$ cat config.mk
export PLATFORM = sky130hd
export DESIGN_NAME = mi_line_coherence
export DESIGN_NICKNAME = d
export VERILOG_FILES = /design/src/rtl/mi_pkg.sv /design/src/rtl/mi_delay.sv /design/src/rtl/mi_tbe_table.sv /design/src/rtl/mi_line_dp.sv /design/src/rtl/mi_line_fsm.sv /design/src/rtl/mi_line_coherence.sv
export SDC_FILE = /design/constraint.sdc
export NUM_CORES = 1
export LEC_CHECK = 0
export BUFFER_PORTS_ARGS = -buffer_cell sky130_fd_sc_hd__buf_2
export CORE_MARGIN = 4
export CORE_UTILIZATION = 30
export CTS_CLUSTER_SIZE = 10
export DETAILED_ROUTE_END_ITERATION = 16
export GPL_TIMING_DRIVEN = 1
export PLACE_DENSITY = 0.47
export SLEW_MARGIN = 20
export SYNTH_ARGS = -nofsm -noshare
export SYNTH_HDL_FRONTEND = slang
export SYNTH_SLANG_ARGS = --single-unit
export TNS_END_PERCENT = 20
$ cat constraint.sdc
create_clock -name clk -period 6.1 [get_ports clk]
set_input_delay 1.525 -clock clk [delete_from_list [all_inputs] [get_ports clk]]
set_output_delay 1.525 -clock clk [all_outputs]
set_load 0.02 [all_outputs]
$ cat src/rtl/mi_pkg.sv
package mi_pkg;

  typedef enum logic [2:0] {
    LS_I   = 3'd0,
    LS_II  = 3'd1,
    LS_M   = 3'd2,
    LS_MI  = 3'd3,
    LS_MII = 3'd4,
    LS_IS  = 3'd5,
    LS_IM  = 3'd6
  } lineState_e;

  typedef enum logic [1:0] {
    OP_LOAD  = 2'd0,
    OP_FETCH = 2'd1,
    OP_STORE = 2'd2,
    OP_REPL  = 2'd3
  } procOp_e;

  typedef enum logic [2:0] {
    NM_DATA    = 3'd0,
    NM_FWDX    = 3'd1,
    NM_INV     = 3'd2,
    NM_WB_ACK  = 3'd3,
    NM_WB_NACK = 3'd4
  } netMsg_e;

  typedef enum logic [1:0] {
    OM_GETX = 2'd0,
    OM_PUT  = 2'd1,
    OM_DATA = 2'd2
  } outMsg_e;

  typedef enum logic [1:0] {
    AS_PROC   = 2'd0,
    AS_NET    = 2'd1,
    AS_VICTIM = 2'd2,
    AS_RETRY  = 2'd3
  } addrSel_e;

  typedef struct packed {
    logic       lineWr;
    addrSel_e   lineSel;
    lineState_e lineNext;
    logic       tagWr;
    logic       tbeAlloc;
    logic       tbeFree;
    logic       msgSend;
    outMsg_e    msgKind;
    addrSel_e   msgSel;
    logic       doneFire;
    logic       doneStore;
    addrSel_e   doneSel;
  } ctrlStrobe_t;

endpackage

$ cat src/rtl/mi_delay.sv
module mi_delay #(
  parameter int WIDTH = 8,
  parameter int LAT   = 2
) (
  input  logic             clk,
  input  logic             rstN,
  input  logic             inValid,
  input  logic [WIDTH-1:0] inData,
  output logic             outValid,
  output logic [WIDTH-1:0] outData
);

  logic [LAT-1:0]   vPipe;
  logic [WIDTH-1:0] dPipe [LAT];

  always_ff @(posedge clk or negedge rstN) begin
    if (!rstN) begin
      vPipe <= '0;
      for (int i = 0; i < LAT; i++) dPipe[i] <= '0;
    end else begin
      vPipe[0] <= inValid;
      dPipe[0] <= inData;
      for (int i = 1; i < LAT; i++) begin
        vPipe[i] <= vPipe[i-1];
        dPipe[i] <= dPipe[i-1];
      end
    end
  end

  assign outValid = vPipe[LAT-1];
  assign outData  = dPipe[LAT-1];

endmodule

$ cat src/rtl/mi_tbe_table.sv
module mi_tbe_table #(
  parameter int ADDR_W  = 8,
  parameter int NUM_TBE = 2
) (
  input  logic              clk,
  input  logic              rstN,
  input  logic              alloc,
  input  logic [ADDR_W-1:0] allocAddr,
  input  logic              free,
  input  logic [ADDR_W-1:0] freeAddr,
  output logic              full
);

  logic [NUM_TBE-1:0] busyVec;
  logic [NUM_TBE-1:0] grantVec;
  logic [NUM_TBE-1:0] matchVec;

  always_comb begin
    logic taken;
    taken    = 1'b0;
    grantVec = '0;
    for (int i = 0; i < NUM_TBE; i++) begin
      if (!busyVec[i] && !taken) begin
        grantVec[i] = 1'b1;
        taken       = 1'b1;
      end
    end
  end

  for (genvar g = 0; g < NUM_TBE; g++) begin : gEntry
    logic              entBusy;
    logic [ADDR_W-1:0] entAddr;

    always_ff @(posedge clk or negedge rstN) begin
      if (!rstN) begin
        entBusy <= 1'b0;
        entAddr <= '0;
      end else if (alloc && grantVec[g]) begin
        entBusy <= 1'b1;
        entAddr <= allocAddr;
      end else if (free && matchVec[g]) begin
        entBusy <= 1'b0;
      end
    end

    assign busyVec[g]  = entBusy;
    assign matchVec[g] = entBusy && (entAddr == freeAddr);
  end

  assign full = &busyVec;

endmodule

$ cat src/rtl/mi_line_dp.sv
module mi_line_dp
  import mi_pkg::*;
#(
  parameter int ADDR_W    = 8,
  parameter int SET_W     = 2,
  parameter int NUM_TBE   = 2,
  parameter int ISSUE_LAT = 2,
  parameter int RESP_LAT  = 12
) (
  input  logic              clk,
  input  logic              rstN,
  input  logic [ADDR_W-1:0] reqAddr,
  input  logic [ADDR_W-1:0] netAddr,
  input  ctrlStrobe_t       strobe,
  output lineState_e        procState,
  output logic              procTagHit,
  output lineState_e        netState,
  output logic              netTagHit,
  output logic              retryFound,
  output logic              tbeFull,
  output logic              outValid,
  output logic [1:0]        outType,
  output logic [ADDR_W-1:0] outAddr,
  output logic              doneValid,
  output logic [ADDR_W-1:0] doneAddr,
  output logic              doneStore
);

  localparam int NUM_SETS = 1 << SET_W;
  localparam int TAG_W    = ADDR_W - SET_W;
  localparam int MSG_W    = 2 + ADDR_W;
  localparam int DONE_W   = 1 + ADDR_W;

  lineState_e       stateArr [NUM_SETS];
  logic [TAG_W-1:0] tagArr   [NUM_SETS];

  logic [SET_W-1:0] procSet, netSet, retrySet, lineIdx;
  logic [TAG_W-1:0] procTag, netTag;
  logic [ADDR_W-1:0] victimAddr, retryAddr, msgAddr, doneSrcAddr;

  assign procSet = reqAddr[SET_W-1:0];
  assign procTag = reqAddr[ADDR_W-1:SET_W];
  assign netSet  = netAddr[SET_W-1:0];
  assign netTag  = netAddr[ADDR_W-1:SET_W];

  assign procState  = stateArr[procSet];
  assign procTagHit = (tagArr[procSet] == procTag);
  assign netState   = stateArr[netSet];
  assign netTagHit  = (tagArr[netSet] == netTag);

  always_comb begin
    retryFound = 1'b0;
    retrySet   = '0;
    for (int s = NUM_SETS - 1; s >= 0; s--) begin
      if (stateArr[s] == LS_MII) begin
        retryFound = 1'b1;
        retrySet   = SET_W'(s);
      end
    end
  end

  assign victimAddr = {tagArr[procSet], procSet};
  assign retryAddr  = {tagArr[retrySet], retrySet};

  always_comb begin
    case (strobe.lineSel)
      AS_NET:   lineIdx = netSet;
      AS_RETRY: lineIdx = retrySet;
      default:  lineIdx = procSet;
    endcase
    case (strobe.msgSel)
      AS_NET:    msgAddr = netAddr;
      AS_VICTIM: msgAddr = victimAddr;
      AS_RETRY:  msgAddr = retryAddr;
      default:   msgAddr = reqAddr;
    endcase
    doneSrcAddr = (strobe.doneSel == AS_NET) ? netAddr : reqAddr;
  end

  always_ff @(posedge clk or negedge rstN) begin
    if (!rstN) begin
      for (int s = 0; s < NUM_SETS; s++) begin
        stateArr[s] <= LS_I;
        tagArr[s]   <= '0;
      end
    end else begin
      if (strobe.lineWr) stateArr[lineIdx] <= strobe.lineNext;
      if (strobe.tagWr)  tagArr[procSet]   <= procTag;
    end
  end

  mi_tbe_table #(
    .ADDR_W  (ADDR_W),
    .NUM_TBE (NUM_TBE)
  ) i_tbe (
    .clk       (clk),
    .rstN      (rstN),
    .alloc     (strobe.tbeAlloc),
    .allocAddr (reqAddr),
    .free      (strobe.tbeFree),
    .freeAddr  (netAddr),
    .full      (tbeFull)
  );

  logic [MSG_W-1:0]  msgOut;
  logic [DONE_W-1:0] doneOut;

  mi_delay #(
    .WIDTH (MSG_W),
    .LAT   (ISSUE_LAT)
  ) i_msgPipe (
    .clk      (clk),
    .rstN     (rstN),
    .inValid  (strobe.msgSend),
    .inData   ({strobe.msgKind, msgAddr}),
    .outValid (outValid),
    .outData  (msgOut)
  );

  mi_delay #(
    .WIDTH (DONE_W),
    .LAT   (RESP_LAT)
  ) i_donePipe (
    .clk      (clk),
    .rstN     (rstN),
    .inValid  (strobe.doneFire),
    .inData   ({strobe.doneStore, doneSrcAddr}),
    .outValid (doneValid),
    .outData  (doneOut)
  );

  assign outType   = msgOut[MSG_W-1 -: 2];
  assign outAddr   = msgOut[ADDR_W-1:0];
  assign doneStore = doneOut[DONE_W-1];
  assign doneAddr  = doneOut[ADDR_W-1:0];

endmodule

$ cat src/rtl/mi_line_fsm.sv
module mi_line_fsm
  import mi_pkg::*;
(
  input  logic        reqValid,
  input  logic [1:0]  reqOp,
  input  logic        netValid,
  input  logic [2:0]  netType,
  input  lineState_e  procState,
  input  logic        procTagHit,
  input  lineState_e  netState,
  input  logic        netTagHit,
  input  logic        retryFound,
  input  logic        tbeFull,
  output ctrlStrobe_t strobe,
  output logic        stall
);

  procOp_e op;
  netMsg_e netKind;
  logic    procBusy;

  assign op       = procOp_e'(reqOp);
  assign netKind  = netMsg_e'(netType);
  assign procBusy = (procState != LS_I) && (procState != LS_M);

  always_comb begin
    strobe = '0;
    stall  = 1'b0;
    if (netValid) begin
      stall          = reqValid;
      strobe.lineSel = AS_NET;
      strobe.msgSel  = AS_NET;
      strobe.doneSel = AS_NET;
      if (netTagHit) begin
        case (netKind)
          NM_DATA: begin
            if (netState == LS_IS || netState == LS_IM) begin
              strobe.lineWr    = 1'b1;
              strobe.lineNext  = LS_M;
              strobe.tbeFree   = 1'b1;
              strobe.doneFire  = 1'b1;
              strobe.doneStore = (netState == LS_IM);
            end
          end
          NM_FWDX, NM_INV: begin
            if (netState == LS_M) begin
              strobe.lineWr   = 1'b1;
              strobe.lineNext = LS_I;
              strobe.msgSend  = 1'b1;
              strobe.msgKind  = OM_DATA;
            end else if (netState == LS_MI || netState == LS_MII) begin
              strobe.lineWr   = 1'b1;
              strobe.lineNext = LS_II;
              strobe.msgSend  = 1'b1;
              strobe.msgKind  = OM_DATA;
            end
          end
          NM_WB_ACK: begin
            if (netState == LS_MI || netState == LS_MII || netState == LS_II) begin
              strobe.lineWr   = 1'b1;
              strobe.lineNext = LS_I;
            end
          end
          NM_WB_NACK: begin
            if (netState == LS_MI) begin
              strobe.lineWr   = 1'b1;
              strobe.lineNext = LS_MII;
            end else if (netState == LS_II) begin
              strobe.lineWr   = 1'b1;
              strobe.lineNext = LS_I;
            end
          end
          default: ;
        endcase
      end
    end else if (retryFound) begin
      stall           = reqValid;
      strobe.lineWr   = 1'b1;
      strobe.lineSel  = AS_RETRY;
      strobe.lineNext = LS_MI;
      strobe.msgSend  = 1'b1;
      strobe.msgKind  = OM_PUT;
      strobe.msgSel   = AS_RETRY;
    end else if (reqValid) begin
      strobe.lineSel = AS_PROC;
      strobe.msgSel  = AS_PROC;
      strobe.doneSel = AS_PROC;
      if (procBusy) begin
        stall = 1'b1;
      end else if (procState == LS_M) begin
        if (procTagHit) begin
          if (op == OP_REPL) begin
            strobe.lineWr   = 1'b1;
            strobe.lineNext = LS_MI;
            strobe.msgSend  = 1'b1;
            strobe.msgKind  = OM_PUT;
          end else begin
            strobe.doneFire  = 1'b1;
            strobe.doneStore = (op == OP_STORE);
          end
        end else if (op != OP_REPL) begin
          stall           = 1'b1;
          strobe.lineWr   = 1'b1;
          strobe.lineNext = LS_MI;
          strobe.msgSend  = 1'b1;
          strobe.msgKind  = OM_PUT;
          strobe.msgSel   = AS_VICTIM;
        end
      end else if (op != OP_REPL) begin
        if (tbeFull) begin
          stall = 1'b1;
        end else begin
          strobe.tbeAlloc = 1'b1;
          strobe.tagWr    = 1'b1;
          strobe.lineWr   = 1'b1;
          strobe.lineNext = (op == OP_STORE) ? LS_IM : LS_IS;
          strobe.msgSend  = 1'b1;
          strobe.msgKind  = OM_GETX;
        end
      end
    end
  end

endmodule

$ cat src/rtl/mi_line_coherence.sv
module mi_line_coherence
  import mi_pkg::*;
#(
  parameter int ADDR_W    = 8,
  parameter int SET_W     = 2,
  parameter int NUM_TBE   = 2,
  parameter int ISSUE_LAT = 2,
  parameter int RESP_LAT  = 12
) (
  input  logic              clk,
  input  logic              rstN,
  input  logic              reqValid,
  input  logic [1:0]        reqOp,
  input  logic [ADDR_W-1:0] reqAddr,
  output logic              stall,
  input  logic              netValid,
  input  logic [2:0]        netType,
  input  logic [ADDR_W-1:0] netAddr,
  output logic              outValid,
  output logic [1:0]        outType,
  output logic [ADDR_W-1:0] outAddr,
  output logic              doneValid,
  output logic [ADDR_W-1:0] doneAddr,
  output logic              doneStore
);

  ctrlStrobe_t strobe;
  lineState_e  procState, netState;
  logic        procTagHit, netTagHit, retryFound, tbeFull;

  mi_line_fsm i_fsm (
    .reqValid   (reqValid),
    .reqOp      (reqOp),
    .netValid   (netValid),
    .netType    (netType),
    .procState  (procState),
    .procTagHit (procTagHit),
    .netState   (netState),
    .netTagHit  (netTagHit),
    .retryFound (retryFound),
    .tbeFull    (tbeFull),
    .strobe     (strobe),
    .stall      (stall)
  );

  mi_line_dp #(
    .ADDR_W    (ADDR_W),
    .SET_W     (SET_W),
    .NUM_TBE   (NUM_TBE),
    .ISSUE_LAT (ISSUE_LAT),
    .RESP_LAT  (RESP_LAT)
  ) i_dp (
    .clk        (clk),
    .rstN       (rstN),
    .reqAddr    (reqAddr),
    .netAddr    (netAddr),
    .strobe     (strobe),
    .procState  (procState),
    .procTagHit (procTagHit),
    .netState   (netState),
    .netTagHit  (netTagHit),
    .retryFound (retryFound),
    .tbeFull    (tbeFull),
    .outValid   (outValid),
    .outType    (outType),
    .outAddr    (outAddr),
    .doneValid  (doneValid),
    .doneAddr   (doneAddr),
    .doneStore  (doneStore)
  );

endmodule

==> flow_metrics.py <==
metrics = {
    "setup_path": {
        "worst_path_largest_cell_delay_ns": 0.58,
        "crit_path_start_kind": "primary input",
        "timing.critical_path.max_delay_family": "simple AND/OR/NAND/NOR gates",
        "critical_path.startpoint": "reqAddr[0]",
        "critical_path.max_fanout": 13,
        "worstPathBufferInverterCount": 3,
        "cp_data_required_time_ns": 4.58,
        "cp.arrival_ns": 4.07,
        "worstPathCellList": "buf_2, mux4_2, xnor2_1, nand4_1, nor3_1, inv_1, ha_1, nand2_1, o2111ai_1, and2_1, buf_2",
        "critPathCaptureType": "output pin",
        "r2r-start": "i_dp.tagArr[8]",
        "critical_path_class": "in2out",
        "cpMostUsedCell": "sky130_fd_sc_hd__buf_2",
        "cpMaxStageDelayCell": "sky130_fd_sc_hd__mux4_2",
    },
    "synth": {
        "yosys-top-cells-area": "sky130_fd_sc_hd__dfrtp_1 65%, sky130_fd_sc_hd__mux2_2 7.0%, sky130_fd_sc_hd__mux4_2 3.3%",
        "asyncSetResetFlopFracSynth_pct": 100,
        "synth-edff-count": 0,
        "yosysWarnings": 0,
        "yosys.area.top_type_share_pct": 65.0,
        "yosys.cell_types.count": 52,
        "sequential_to_total_area_share_from_yosys_stat_pct": 65.0,
        "netlist.top_cell.by_area": "sky130_fd_sc_hd__dfrtp_1",
        "synthesis.instances": 505,
        "synth_commonest_cells": "196 x sky130_fd_sc_hd__dfrtp_1, 47 x sky130_fd_sc_hd__mux2_2, 29 x sky130_fd_sc_hd__o21ai_0, 24 x sky130_fd_sc_hd__mux2i_1, 21 x sky130_fd_sc_hd__nand2_1",
        "yosys_most_used_dff": "sky130_fd_sc_hd__dfrtp_1",
        "mean_instance_size_in_the_synthesized_netlist_sq_um": 14.9,
        "yosys_register_bits": 196,
        "postSynthNetCount": 532,
        "yosys.cell_count.top_type": "sky130_fd_sc_hd__dfrtp_1",
        "cell_area_after_synthesis_sq_um": 7550,
    },
    "floorplanning": {
        "num_io_pins": 47,
        "die_height_microns": 167,
        "die_w_microns": 167,
        "fp-row-count": 57,
        "initial_core_util_pct": 30.8,
        "die-area_sq_um": 27800,
        "core-area_sq_um": 24500,
    },
    "layout": {
        "post_route_cells_drive_above_1_share_pct": 27.9,
        "diode_count": 0,
        "finish.cell_count_without_fillers": 875,
        "num-nets-final": 565,
        "areaGrowthSynthToFinish_pct": 13.7,
    },
    "timing": {
        "report.final.setup_viol": 0,
        "final-max-slew-violation-count": 0,
        "actual_transition_at_the_worst_max_transition_pin_ns": 1.01,
        "finalWorstPathRequiredPeriod_ns": 5.59,
        "slew-limit-headroom_pct": 32.5,
        "grt_setup_unrepaired": "false",
        "post-route-period-util_pct": 91.7,
        "timing.fmax_mhz": 179,
        "final-hold-violation-count": 0,
        "setup_total_negative_slack_ns": 0,
        "final.setup_skew_ns": 0.0190,
    },
    "routing": {
        "number_of_drc_violations_after_detailed_routing_iteration_0": 294,
        "drt.antenna.violating_nets": 0,
        "detailedRoute.firstPassIterationCount": 4,
        "drc_errors": 0,
        "routed_vias_inst": 4.65,
        "dr_total_vias": 4072,
        "route.final.wire_length_microns": 14600,
        "avgRoutedWirePerCell_microns": 16.6,
    },
    "min_path": {
        "min-delay-path-class": "reg2reg",
        "hold_path.startpoint": "i_dp.i_donePipe.dPipe[63]",
    },
    "grt": {
        "pin_count_of_the_biggest_net_entering_global_routing": 107,
        "grt_pass1_wl_microns": 24000,
        "grt_antenna_before_repair": 0,
        "grt_util_all_layers_pct": 11.0,
        "grt.overflow.total": 0,
        "grt_pass1_vias": 4340,
    },
    "power": {
        "p_sw_mw": 0.939,
        "clock_power_share_pct": 33.1,
        "ir_drop_worst_case_vdd_uv": 160,
        "totalPowerFinal_mw": 3.35,
        "switching_part_of_the_total_pct": 28.0,
        "share_comb_of_total_power_pct": 17.3,
        "power_density_nw_per_um2": 391,
        "internal-power_mw": 2.41,
        "power.static_leakage_nw": 3.94,
        "power.share.sequential_pct": 49.6,
    },
    "cts": {
        "clock_insertion_delay_worst_skew_ns": 0.43,
        "h_tree_level_count": 4,
        "cts_tree": "done",
        "cts.root.buffer_cell": "sky130_fd_sc_hd__clkbuf_16",
        "clockBufferDepth": 2,
        "cts.reportedPaths.clkPinSlew_ns": 0.07,
        "postCtsSetupRepairBufs": 0,
        "cts_buffers": 17,
        "cts-hold-fix-buffers": 0,
        "numClockSinks": 196,
        "ctsResizeCount": 0,
    },
    "outcome": {
        "status": "finished, final reports clean",
    },
    "placed_design": {
        "number_of_placed_instances_with_taps_included": 843,
        "gp_routability_congestion": 0.818,
        "detailedPlacementHpwl_microns": 9750,
        "io_buffer_count": 46,
    },
    "run": {
        "cap_violations": 0,
    },
}
[kinds of logic after synthesis]
| kind of cell | Yosys count | synth area share (%) |
|---|---|---|
| DFF | 196 | 65.0 |
| muxes | 97 | 16.9 |
| and+or+nand+nor | 81 | 6.38 |
| AOI/OAI and AO/OA | 51 | 4.36 |
| buffers and inverters | 48 | 3.56 |
| xor gates and xnor gates | 30 | 3.48 |
| adders and majority gates | 2 | 0.331 |
[final timing paths]
path / to / slack (ns) / depth (start not counted)
worst min-delay path: i_dp.i_donePipe.dPipe[54] / 0.34 / 0
max in group asynchronous: i_dp.i_tbe.gEntry[1].entAddr[0] / 3.73 / 2
worst min register to register: i_dp.i_donePipe.dPipe[54] / 0.34 / 0
worst max-delay path: stall / 0.51 / 11
worst max register to register: i_dp.stateArr[7] / 2.66 / 12
min in group asynchronous: i_dp.i_donePipe.outData[3] / 1.17 / 1
[power by group through the flow]
stage,clock network [mW],registers [mW],logic (mW)
after floorplan,0,1.63,0.464
after global placement,0,1.68,0.574
after detailed placement,0,1.69,0.588
after CTS,1.16,1.66,0.591
after global routing,1.21,1.69,0.640
final,1.11,1.66,0.582
[worst register-to-register path: stages (launching register included)]
cell                       delay, ns
sky130_fd_sc_hd__dfrtp_1        0.43
sky130_fd_sc_hd__mux4_2         0.50
sky130_fd_sc_hd__xnor2_1        0.15
sky130_fd_sc_hd__nand4_1        0.13
sky130_fd_sc_hd__nor3_1         0.43
sky130_fd_sc_hd__inv_1          0.11
sky130_fd_sc_hd__ha_1           0.30
sky130_fd_sc_hd__nor2b_1        0.23
sky130_fd_sc_hd__o211ai_1       0.14
sky130_fd_sc_hd__a21o_1         0.23
sky130_fd_sc_hd__o221a_4        0.19
sky130_fd_sc_hd__nor2_4         0.15
sky130_fd_sc_hd__mux2_1         0.33
[through the flow]
stage | instance area, sq um | hold slack [ns] | worst slack [ns] | util [%]
2_1_floorplan | 7550 | 0.331 | 0.919 | -
3_3_place_gp | 7990 | 0.332 | 0.580 | 32.6
3_5_place_dp | 7990 | 0.335 | 0.539 | 32.6
4_1_cts | 8580 | 0.343 | 0.471 | 35.0
5_1_grt | 8580 | 0.348 | 0.328 | 35.0
6_report | 8580 | 0.336 | 0.506 | 35.0
[routing by layer]
layer / wire, microns / vias up / GRT usage [%]
li1: - / 1825 / -
met1: 6630 / 2132 / 14.3
met2: 7020 / 89 / 17.5
met3: 547 / 26 / 3.22
met4: 362 / 0 / 4.45
met5: 0 / - / 0
[state kept, by name (all words and copies together) (netlist names)]
signal and cells:
i_dp.i_donePipe.outData 9, i_dp.i_donePipe.dPipe 99, i_dp.i_msgPipe.outData 10, i_dp.i_msgPipe.dPipe 10, i_dp.i_donePipe.vPipe 12, i_dp.i_tbe.gEntry.entAddr 16
i_dp.tagArr 24, i_dp.i_tbe.gEntry.entBusy 2, i_dp.i_msgPipe.vPipe 2, i_dp.stateArr 12
[area by class of cell]
class / instances / area (sq um)
fillers: 2394 / 16000
well taps: 324 / 405
clock buffers: 20 / 457
multi-input cells: 261 / 2370
inverters: 14 / 52.6
flip-flops and latches: 196 / 4900
clock inverters: 12 / 135
repair buffers: 48 / 254
[cell usage in the layout (no fill, tap or decap), drive strengths merged, types with 2 or more instances in the layout]
master and count:
mux2 56, ha 2, nor3 8, and2 3
mux4 17, inv 21, a21oi 5, nor4 6
a32o 3, nand4 3, a21o 4, nand2b 2
clkbuf 21, or2 3, xnor2 13, mux2i 24
nor2b 3, nor2 15, xor2 17, nand3b 2
dfrtp 196, nand3 6, o21ai 29, nor3b 5
nand2 21, buf 47, clkinvlp 2, clkinv 2
No activity file was read; power rests on OpenSTA's default activity.
